**config.mk**
```make
export PLATFORM = sky130hd
export DESIGN_NAME = ep0_handshake_seq
export DESIGN_NICKNAME = d
export VERILOG_FILES = /design/src/rtl/ep0_seq_pkg.sv /design/src/rtl/ep0_ctl_bits.sv /design/src/rtl/ep0_ack_flags.sv /design/src/rtl/ep0_phase_fsm.sv /design/src/rtl/ep0_handshake_seq.sv
export SDC_FILE = /design/constraint.sdc
export NUM_CORES = 1
export LEC_CHECK = 0
export ABC_AREA = 1
export CORE_MARGIN = 2
export CORE_UTILIZATION = 44
export CTS_CLUSTER_SIZE = 28
export DETAILED_ROUTE_END_ITERATION = 8
export GPL_ROUTABILITY_DRIVEN = 0
export PLACE_DENSITY = 0.8
export SETUP_SLACK_MARGIN = 0.15
export SYNTH_ARGS = -nofsm -noshare
export SYNTH_HDL_FRONTEND = slang
export SYNTH_SLANG_ARGS = --single-unit
```
**constraint.sdc**
```tcl
create_clock -name clk -period 2.35 [get_ports clk]
set_input_delay 0.235 -clock clk [delete_from_list [all_inputs] [get_ports clk]]
set_output_delay 0.235 -clock clk [all_outputs]
set_load 0.1 [all_outputs]
```
**src/rtl/ep0_seq_pkg.sv**
```systemverilog
package ep0_seq_pkg;

    localparam int REG_W  = 8;
    localparam int FLAG_N = 4;
    localparam int CODE_W = 3;

    // flag bit positions (low nibble of the register)
    localparam int F_TXC   = 0;
    localparam int F_OUTRX = 1;
    localparam int F_SETUP = 2;
    localparam int F_STALL = 3;

    typedef enum logic [CODE_W-1:0] {
        HS_ACK   = 3'd0,
        HS_NAK   = 3'd1,
        HS_STALL = 3'd2,
        HS_DATA  = 3'd3,
        HS_ZLP1  = 3'd4
    } hs_e;

    typedef enum logic [1:0] {
        PH_IDLE   = 2'd0,
        PH_XFER   = 2'd1,
        PH_STATUS = 2'd2
    } phase_e;

    typedef enum logic [1:0] {
        PD_NONE = 2'd0,
        PD_DATA = 2'd1,
        PD_ZLP  = 2'd2
    } pend_e;

    // upper nibble, bit 7 down to bit 4
    typedef struct packed {
        logic dir;
        logic dend;
        logic stall;
        logic txpr;
    } ctl_t;

endpackage

```
**src/rtl/ep0_ctl_bits.sv**
```systemverilog
module ep0_ctl_bits
    import ep0_seq_pkg::*;
(
    input  logic clk,
    input  logic rst_n,
    input  logic wr,
    input  logic [3:0] wnib,
    input  logic clr_stall,
    input  logic clr_txpr,
    output ctl_t ctl
);

    ctl_t ctl_d, ctl_q;

    always_comb begin
        ctl_d = ctl_q;
        if (wr) ctl_d = ctl_t'(wnib);
        // hardware actions override a same-cycle firmware write
        if (clr_stall) ctl_d.stall = 1'b0;
        if (clr_txpr)  ctl_d.txpr  = 1'b0;
    end

    always_ff @(posedge clk or negedge rst_n) begin
        if (!rst_n) ctl_q <= '0;
        else        ctl_q <= ctl_d;
    end

    assign ctl = ctl_q;

endmodule

```
**src/rtl/ep0_ack_flags.sv**
```systemverilog
module ep0_ack_flags #(
    parameter int N = 4
) (
    input  logic         clk,
    input  logic         rst_n,
    input  logic         wr,
    input  logic [N-1:0] wclr,
    input  logic [N-1:0] set,
    input  logic [N-1:0] en,
    output logic [N-1:0] flags,
    output logic [N-1:0] irq
);

    logic [N-1:0] flag_d, flag_q;

    for (genvar i = 0; i < N; i++) begin : g_flag
        always_comb begin
            flag_d[i] = flag_q[i];
            if (wr && wclr[i]) flag_d[i] = 1'b0;
            if (set[i])        flag_d[i] = 1'b1;
        end
        assign irq[i] = flag_q[i] & en[i];
    end

    always_ff @(posedge clk or negedge rst_n) begin
        if (!rst_n) flag_q <= '0;
        else        flag_q <= flag_d;
    end

    assign flags = flag_q;

endmodule

```
**src/rtl/ep0_phase_fsm.sv**
```systemverilog
module ep0_phase_fsm
    import ep0_seq_pkg::*;
#(
    parameter int NF = FLAG_N
) (
    input  logic               clk,
    input  logic               rst_n,
    input  logic               tok_setup,
    input  logic               tok_in,
    input  logic               tok_out,
    input  logic               host_ack,
    input  ctl_t               ctl,
    output logic [NF-1:0]      ev,
    output logic               clr_stall,
    output logic               clr_txpr,
    output logic               hs_valid,
    output logic [CODE_W-1:0]  hs_code,
    output logic               tx_start
);

    typedef struct packed {
        phase_e phase;
        pend_e  pend;
        logic   hs_valid;
        hs_e    code;
        logic   tx_start;
    } st_t;

    st_t    st_d, st_q;
    phase_e eff;

    always_comb begin
        st_d          = st_q;
        st_d.hs_valid = 1'b0;
        st_d.tx_start = 1'b0;
        ev            = '0;
        clr_stall     = 1'b0;
        clr_txpr      = 1'b0;

        // the status phase opens once data end is set and nothing is left to send
        eff = st_q.phase;
        if (st_q.phase == PH_XFER && ctl.dend && !ctl.txpr && st_q.pend == PD_NONE)
            eff = PH_STATUS;

        if (host_ack) begin
            if (st_q.pend == PD_DATA) begin
                clr_txpr    = 1'b1;
                ev[F_TXC]   = 1'b1;
            end else if (st_q.pend == PD_ZLP) begin
                ev[F_TXC]   = 1'b1;
                st_d.phase  = PH_IDLE;
            end
            st_d.pend = PD_NONE;
        end

        if (tok_setup) begin
            st_d.hs_valid = 1'b1;
            st_d.code     = HS_ACK;
            st_d.phase    = PH_XFER;
            st_d.pend     = PD_NONE;
            ev[F_SETUP]   = 1'b1;
            clr_stall     = 1'b1;
        end else if (tok_in) begin
            st_d.hs_valid = 1'b1;
            st_d.pend     = PD_NONE;
            if (ctl.stall) begin
                st_d.code   = HS_STALL;
                ev[F_STALL] = 1'b1;
            end else if (eff == PH_STATUS) begin
                st_d.phase = PH_STATUS;
                if (!ctl.dir) begin
                    st_d.code     = HS_ZLP1;
                    st_d.tx_start = 1'b1;
                    st_d.pend     = PD_ZLP;
                end else begin
                    st_d.code = HS_NAK;
                end
            end else if (ctl.txpr) begin
                st_d.code     = HS_DATA;
                st_d.tx_start = 1'b1;
                st_d.pend     = PD_DATA;
            end else begin
                st_d.code = HS_NAK;
            end
        end else if (tok_out) begin
            st_d.hs_valid = 1'b1;
            st_d.pend     = PD_NONE;
            if (ctl.stall) begin
                st_d.code   = HS_STALL;
                ev[F_STALL] = 1'b1;
            end else if (eff == PH_STATUS) begin
                if (ctl.dir) begin
                    st_d.code   = HS_ACK;
                    ev[F_OUTRX] = 1'b1;
                    st_d.phase  = PH_IDLE;
                end else begin
                    st_d.code  = HS_NAK;
                    st_d.phase = PH_STATUS;
                end
            end else begin
                st_d.code   = HS_ACK;
                ev[F_OUTRX] = 1'b1;
            end
        end
    end

    always_ff @(posedge clk or negedge rst_n) begin
        if (!rst_n) st_q <= '{phase: PH_IDLE, pend: PD_NONE, hs_valid: 1'b0,
                              code: HS_ACK, tx_start: 1'b0};
        else        st_q <= st_d;
    end

    assign hs_valid = st_q.hs_valid;
    assign hs_code  = st_q.code;
    assign tx_start = st_q.tx_start;

endmodule

```
**src/rtl/ep0_handshake_seq.sv**
```systemverilog
module ep0_handshake_seq
    import ep0_seq_pkg::*;
(
    input  logic              clk,
    input  logic              rst_n,
    input  logic              tok_setup,
    input  logic              tok_in,
    input  logic              tok_out,
    input  logic              host_ack,
    input  logic              reg_wr,
    input  logic [REG_W-1:0]  reg_wdata,
    input  logic [FLAG_N-1:0] irq_en,
    output logic [REG_W-1:0]  reg_rdata,
    output logic              hs_valid,
    output logic [CODE_W-1:0] hs_code,
    output logic              tx_start,
    output logic [FLAG_N-1:0] irq
);

    ctl_t              ctl;
    logic [FLAG_N-1:0] ev, flags;
    logic              clr_stall, clr_txpr;

    ep0_ctl_bits u_ctl (
        .clk       (clk),
        .rst_n     (rst_n),
        .wr        (reg_wr),
        .wnib      (reg_wdata[REG_W-1:FLAG_N]),
        .clr_stall (clr_stall),
        .clr_txpr  (clr_txpr),
        .ctl       (ctl)
    );

    ep0_ack_flags #(.N(FLAG_N)) u_flags (
        .clk   (clk),
        .rst_n (rst_n),
        .wr    (reg_wr),
        .wclr  (reg_wdata[FLAG_N-1:0]),
        .set   (ev),
        .en    (irq_en),
        .flags (flags),
        .irq   (irq)
    );

    ep0_phase_fsm #(.NF(FLAG_N)) u_fsm (
        .clk       (clk),
        .rst_n     (rst_n),
        .tok_setup (tok_setup),
        .tok_in    (tok_in),
        .tok_out   (tok_out),
        .host_ack  (host_ack),
        .ctl       (ctl),
        .ev        (ev),
        .clr_stall (clr_stall),
        .clr_txpr  (clr_txpr),
        .hs_valid  (hs_valid),
        .hs_code   (hs_code),
        .tx_start  (tx_start)
    );

    assign reg_rdata = {ctl, flags};

endmodule

```
# == Word level (Yosys, flattened, before mapping) ==
# Cells that the tools add are included.
# totals
ff_bits,17
latch_bits,0
ram_bits,0
mem_bits_ro,0
out_inout_bits,17
elab_cells,91
n_memories,0
# op_classes
add_sub_neg,0
mul,0
div,0
n_lt_le_gt_ge,0
eq_ne,4
n_shift,0
muxes,53
bitwise,4
reduce_logical,17
# ops
cell,count
$mux 1,33
$mux 8,3
$mux 2,10
$mux 3,4
$mux 4,3
$reduce_bool 2->1,6
$logic_and 1x1->1,7
$and 1x1->1,4
$eq 2x1->1 const B,2
$eq 2x2->1 const B,2
$reduce_bool 4->1,1
$reduce_bool 3->1,1
$logic_not 2->1,1
$logic_not 1->1,1

# == Longest topological paths before layout ==
# logic_depth
ltp_word,12
mapped_depth,9
mapped_depth_nobuf,9

# == Modules after synthesis ==
# A second synthesis with hierarchy kept.
# hier_totals
cells_unflattened,124
hier_area_um2,928.4
# by_module_without_submodules
mod,n_inst,cells_each,area_per_inst_um2
ep0_phase_fsm,1,76,573.0
ep0_ack_flags,1,28,190.2
ep0_ctl_bits,1,20,165.2

# == Worst setup path after synthesis ==
# No wires, ideal clock.
# synth_path
path_type,flip-flop to output port
start,register u_flags.flag_q[0] (netlist: u_flags.flags[0])
end,output port irq[0]
arrival_time_ps,1645
path_slack_ps,470
path_stages_with_launch,3
path_cell_list,dfrtp_1 > nand2_1 > inv_1
# synth_between
elab_chain_cells,1
# synth_lines
item,line_no,source
"start, declared",ep0_ack_flags.sv:14,"logic [N-1:0] flag_d, flag_q;"
"start signal, assigned",ep0_ack_flags.sv:27,else flag_q <= flag_d;
$and 1x1->1,ep0_ack_flags.sv:22,assign irq[i] = flag_q[i] & en[i];
"end, declared",ep0_handshake_seq.sv:17,output logic [FLAG_N-1:0] irq
# No other way between the ends.

==> Implementation_results.wiki <==
{| class="wikitable"
! Metric !! Value
|-
| # rows || 16
|-
| Summed instance area of the synthesized netlist || 863 sq um
|-
| Largest cells by area after synthesis || sky130_fd_sc_hd__dfrtp_1 49%, sky130_fd_sc_hd__nand2_1 17%, sky130_fd_sc_hd__inv_1 7.0%
|-
| Initial antenna violation count || 0
|-
| Relative max-transition margin || 49.8%
|-
| Worst setup timing slack at the placement stage || about 0.9 ns
|-
| Post-synthesis async set-or-reset flop share || 100%
|-
| Maximum clock skew at final layout || 0.00867 ns
|-
| Clock H-tree levels || 1
|-
| Largest net degree at the start of global routing || 18
|-
| CTS tree || built
|-
| Hold-fix buffers, CTS || 0
|-
| Yosys warns || 0
|-
| Actual transition at the worst max-transition pin || ~0.75 ns
|-
| HPWL Detailed || around 1600 microns
|-
| Clock Latency Late Sink || 0.29 ns
|-
| Max FO, Critical Path || 6
|-
| Final worst slack || 0.920 ns
|-
| Post-DR wirelength/cell || 11.1 microns
|-
| Drt initial violations || 17
|-
| Buffer cell driving the clock tree root || sky130_fd_sc_hd__clkbuf_4
|-
| Die span in x || 48.3 microns
|-
| Crit path time final || roughly 1.4 ns
|-
| Vert. Die Dim || 48.3 microns
|-
| Class of the worst hold path || primary input to async pin
|-
| Critical path capture point type || flop
|-
| Switching power share of the total || 43.8%
|-
| Required time of the worst setup path || 2.52 ns
|-
| Static leakage || 0.648 nW
|-
| Number of primary I/O pins || 36
|-
| Crit Path Class || flop to flop
|-
| Standard cell core area || 1900 sq um
|-
| Post-route ant nets || 0
|-
| Number of nets in the finished design || 169
|-
| Initial cell density of the core || between 40% and 50%
|-
| Share of the synthesized area in the top cell type || about half
|-
| Mapped Nets || 133
|-
| Proportion of power drawn by flip-flops and latches || 40.1%
|-
| TritonCTS Buffers || 3
|-
| IR Drop Worst-Case VDD || 0.441 mV
|-
| Cell with the most instances after synthesis || sky130_fd_sc_hd__nand2_1
|-
| # diodes || 0
|-
| Maximum number of buffers from clock root to sink || 2
|-
| Status || complete, no violations
|-
| Via count || 784
|-
| Final std cell area, no fill || around 1200 sq um
|-
| Setup total negative slack || 0 ns
|-
| Ranking of synthesized cells by instance count || 39 x sky130_fd_sc_hd__nand2_1, 17 x sky130_fd_sc_hd__dfrtp_1, 16 x sky130_fd_sc_hd__inv_1
|-
| First-pass detailed-route iteration total || 4
|-
| Die Footprint || 2330 sq um
|-
| Synthesized instance count || 111
|-
| Number of gates resized after CTS || 0
|-
| Clock share of power || 18.0%
|-
| Routed WL || 1920 microns
|-
| Clock net sink count || 17
|-
| Clock transition at the registers of the reported paths || 0.09 ns
|-
| Crit share post-route || 60.9%
|-
| Aggregate global-route resource usage || between 10% and 20%
|-
| Cell area power density || 690 nW/um^2
|-
| Global-route wire length before repair || 3050 microns
|-
| Flops & latches, synth || 17
|-
| Total placed instance area || 1180 sq um
|-
| Ratio of cells with drive above 1 in the final layout || between 15 and 20%
|-
| Combinational share of power || 41.9%
|-
| Count of distinct cell types in the synthesized netlist || 18
|-
| Via density || 4.53
|-
| Syn_area_per_cell || 7.78 sq um
|-
| Fmax || 0.699 GHz
|-
| Most used DFF post-synth || sky130_fd_sc_hd__dfrtp_1
|-
| Number of filler cells placed in the layout || 176
|-
| Final routed DRC violation total || 0
|-
| Final number of max-transition violations || 0
|-
| Sequential-to-total area share from yosys stat || a little under 50%
|-
| Final count of negative-setup-slack endpoints || 0
|-
| Core utilization of the finished layout || 63.3%
|-
| Cell internal power dissipation || 0.467 mW
|-
| RSZ-0062 raised after global routing || no
|-
| Number of buffers added on ports || 35
|-
| Post-CTS setup-driven buffer insertion count || 0
|-
| Sum of overflow across all layers after global routing || 0
|-
| Cell taking the most area after synthesis || sky130_fd_sc_hd__dfrtp_1
|-
| Switching power || 0.363 mW
|-
| Vias in the first global route || 755
|-
| Critical path data arrival time || roughly 1.6 ns
|-
| Non-filler cells in the finished layout || 173
|-
| Number of synthesized flops with an enable pin || 0
|-
| Startpoint Class || flop
|-
| Final-report hold violation count || 0
|-
| Area growth from synthesis to final layout || 39.4%
|-
| Post-Place Cells || about 170
|-
| Total of max-cap violations || 0
|}
## flip-flops by register name (all words and copies together), names as in the netlist
name            flops
u_ctl.ctl           4
u_flags.flags       4
u_fsm.hs_code       3
u_fsm.hs_valid      1
u_fsm.st_q          4
u_fsm.tx_start      1
## per-stage QoR
stage          total power, mW  hold slack, ns
2_1_floorplan            0.593         -0.0606
3_5_place_dp             0.687           0.470
3_3_place_gp             0.684           0.467
4_1_cts                  0.838           0.404
5_1_grt                  0.874           0.439
6_report                 0.830           0.385
## power groups by stage
stage	Sequential [mW]	Clock [mW]	Combinational, mW
2_1_floorplan	0.461	0	0.133
3_3_place_gp	0.338	0	0.346
3_5_place_dp	0.339	0	0.348
4_1_cts	0.333	0.156	0.350
5_1_grt	0.337	0.170	0.367
6_report	0.333	0.150	0.348
## worst max-delay path, cell delays in order, from the launching register on
cell                      delay (ns)
sky130_fd_sc_hd__dfrtp_1        0.41
sky130_fd_sc_hd__inv_1          0.12
sky130_fd_sc_hd__ha_1           0.17
sky130_fd_sc_hd__nand2_1        0.05
sky130_fd_sc_hd__nor2_1         0.10
sky130_fd_sc_hd__nand2_1        0.07
sky130_fd_sc_hd__nand2_1        0.16
sky130_fd_sc_hd__nor2_1         0.09
sky130_fd_sc_hd__nand2_1        0.10
sky130_fd_sc_hd__nand2_1        0.06
## kinds of logic (layout without fill, tap and decap cells)
kind of cell             after synthesis  in the layout  synth area share (%)
flip-flops                            17             17                  49.3
buffers and inverters                 20             55                  10.1
AO/OA/AOI/OAI                         10             10                  7.54
adder cells (fa/ha/maj)                3              3                  4.35
AND/OR/NAND/NOR                       61             61                  28.7
## cell usage in the layout, fill, tap and decap left out, drive strengths merged
master,Yosys,final
a21oi,2,2
a221oi,1,1
a22o,1,1
buf,3,17
clkbuf,1,4
clkdlybuf4s50,0,18
dfrtp,17,17
ha,3,3
inv,16,16
nand2,40,40
nand3,4,4
nand4,1,1
nor2,14,14
nor3,1,1
o21ai,6,6
or2,1,1
## final timing paths
path	cells past startpoint	start	slack, ns	to
worst max register to register	9	u_fsm.st_q[6]$_DFFE_PN0P_	0.92	u_fsm.tx_start$_DFF_PN0_
worst max-delay path	9	u_fsm.st_q[6]$_DFFE_PN0P_	0.92	u_fsm.tx_start$_DFF_PN0_
worst min register to register	2	u_fsm.hs_code[2]$_DFFE_PN0P_	0.49	u_fsm.hs_code[2]$_DFFE_PN0P_
max in group asynchronous	1	rst_n	1.49	u_fsm.hs_code[2]$_DFFE_PN0P_
min in group clk	2	u_fsm.hs_code[2]$_DFFE_PN0P_	0.49	u_fsm.hs_code[2]$_DFFE_PN0P_
worst min-delay path	1	rst_n	0.38	u_ctl.ctl[3]$_DFFE_PN0P_
## metal layers
metal | global-route usage (%) | part of all wire, % | up-vias
met1 | 21.5 | 43 | 361
met5 | 0 | 0 | -
met4 | 7.03 | 1.4 | 0
met2 | 34.7 | 53 | 13
met3 | 4.44 | 2.9 | 2
li1 | - | - | 408
## area by class of cell
| type | instances | area [sq um] | share of cell area (%) |
|---|---|---|---|
| inverter | 16 | 60.1 | 4.99 |
| clock buffer | 4 | 26.3 | 2.18 |
| multi-input combinational | 74 | 350 | 29.1 |
| timing repair buffer | 35 | 308 | 25.6 |
| tap | 27 | 33.8 | 2.81 |
| sequential | 17 | 425 | 35.3 |
Note: power is estimated with default switching activity, not from simulation.
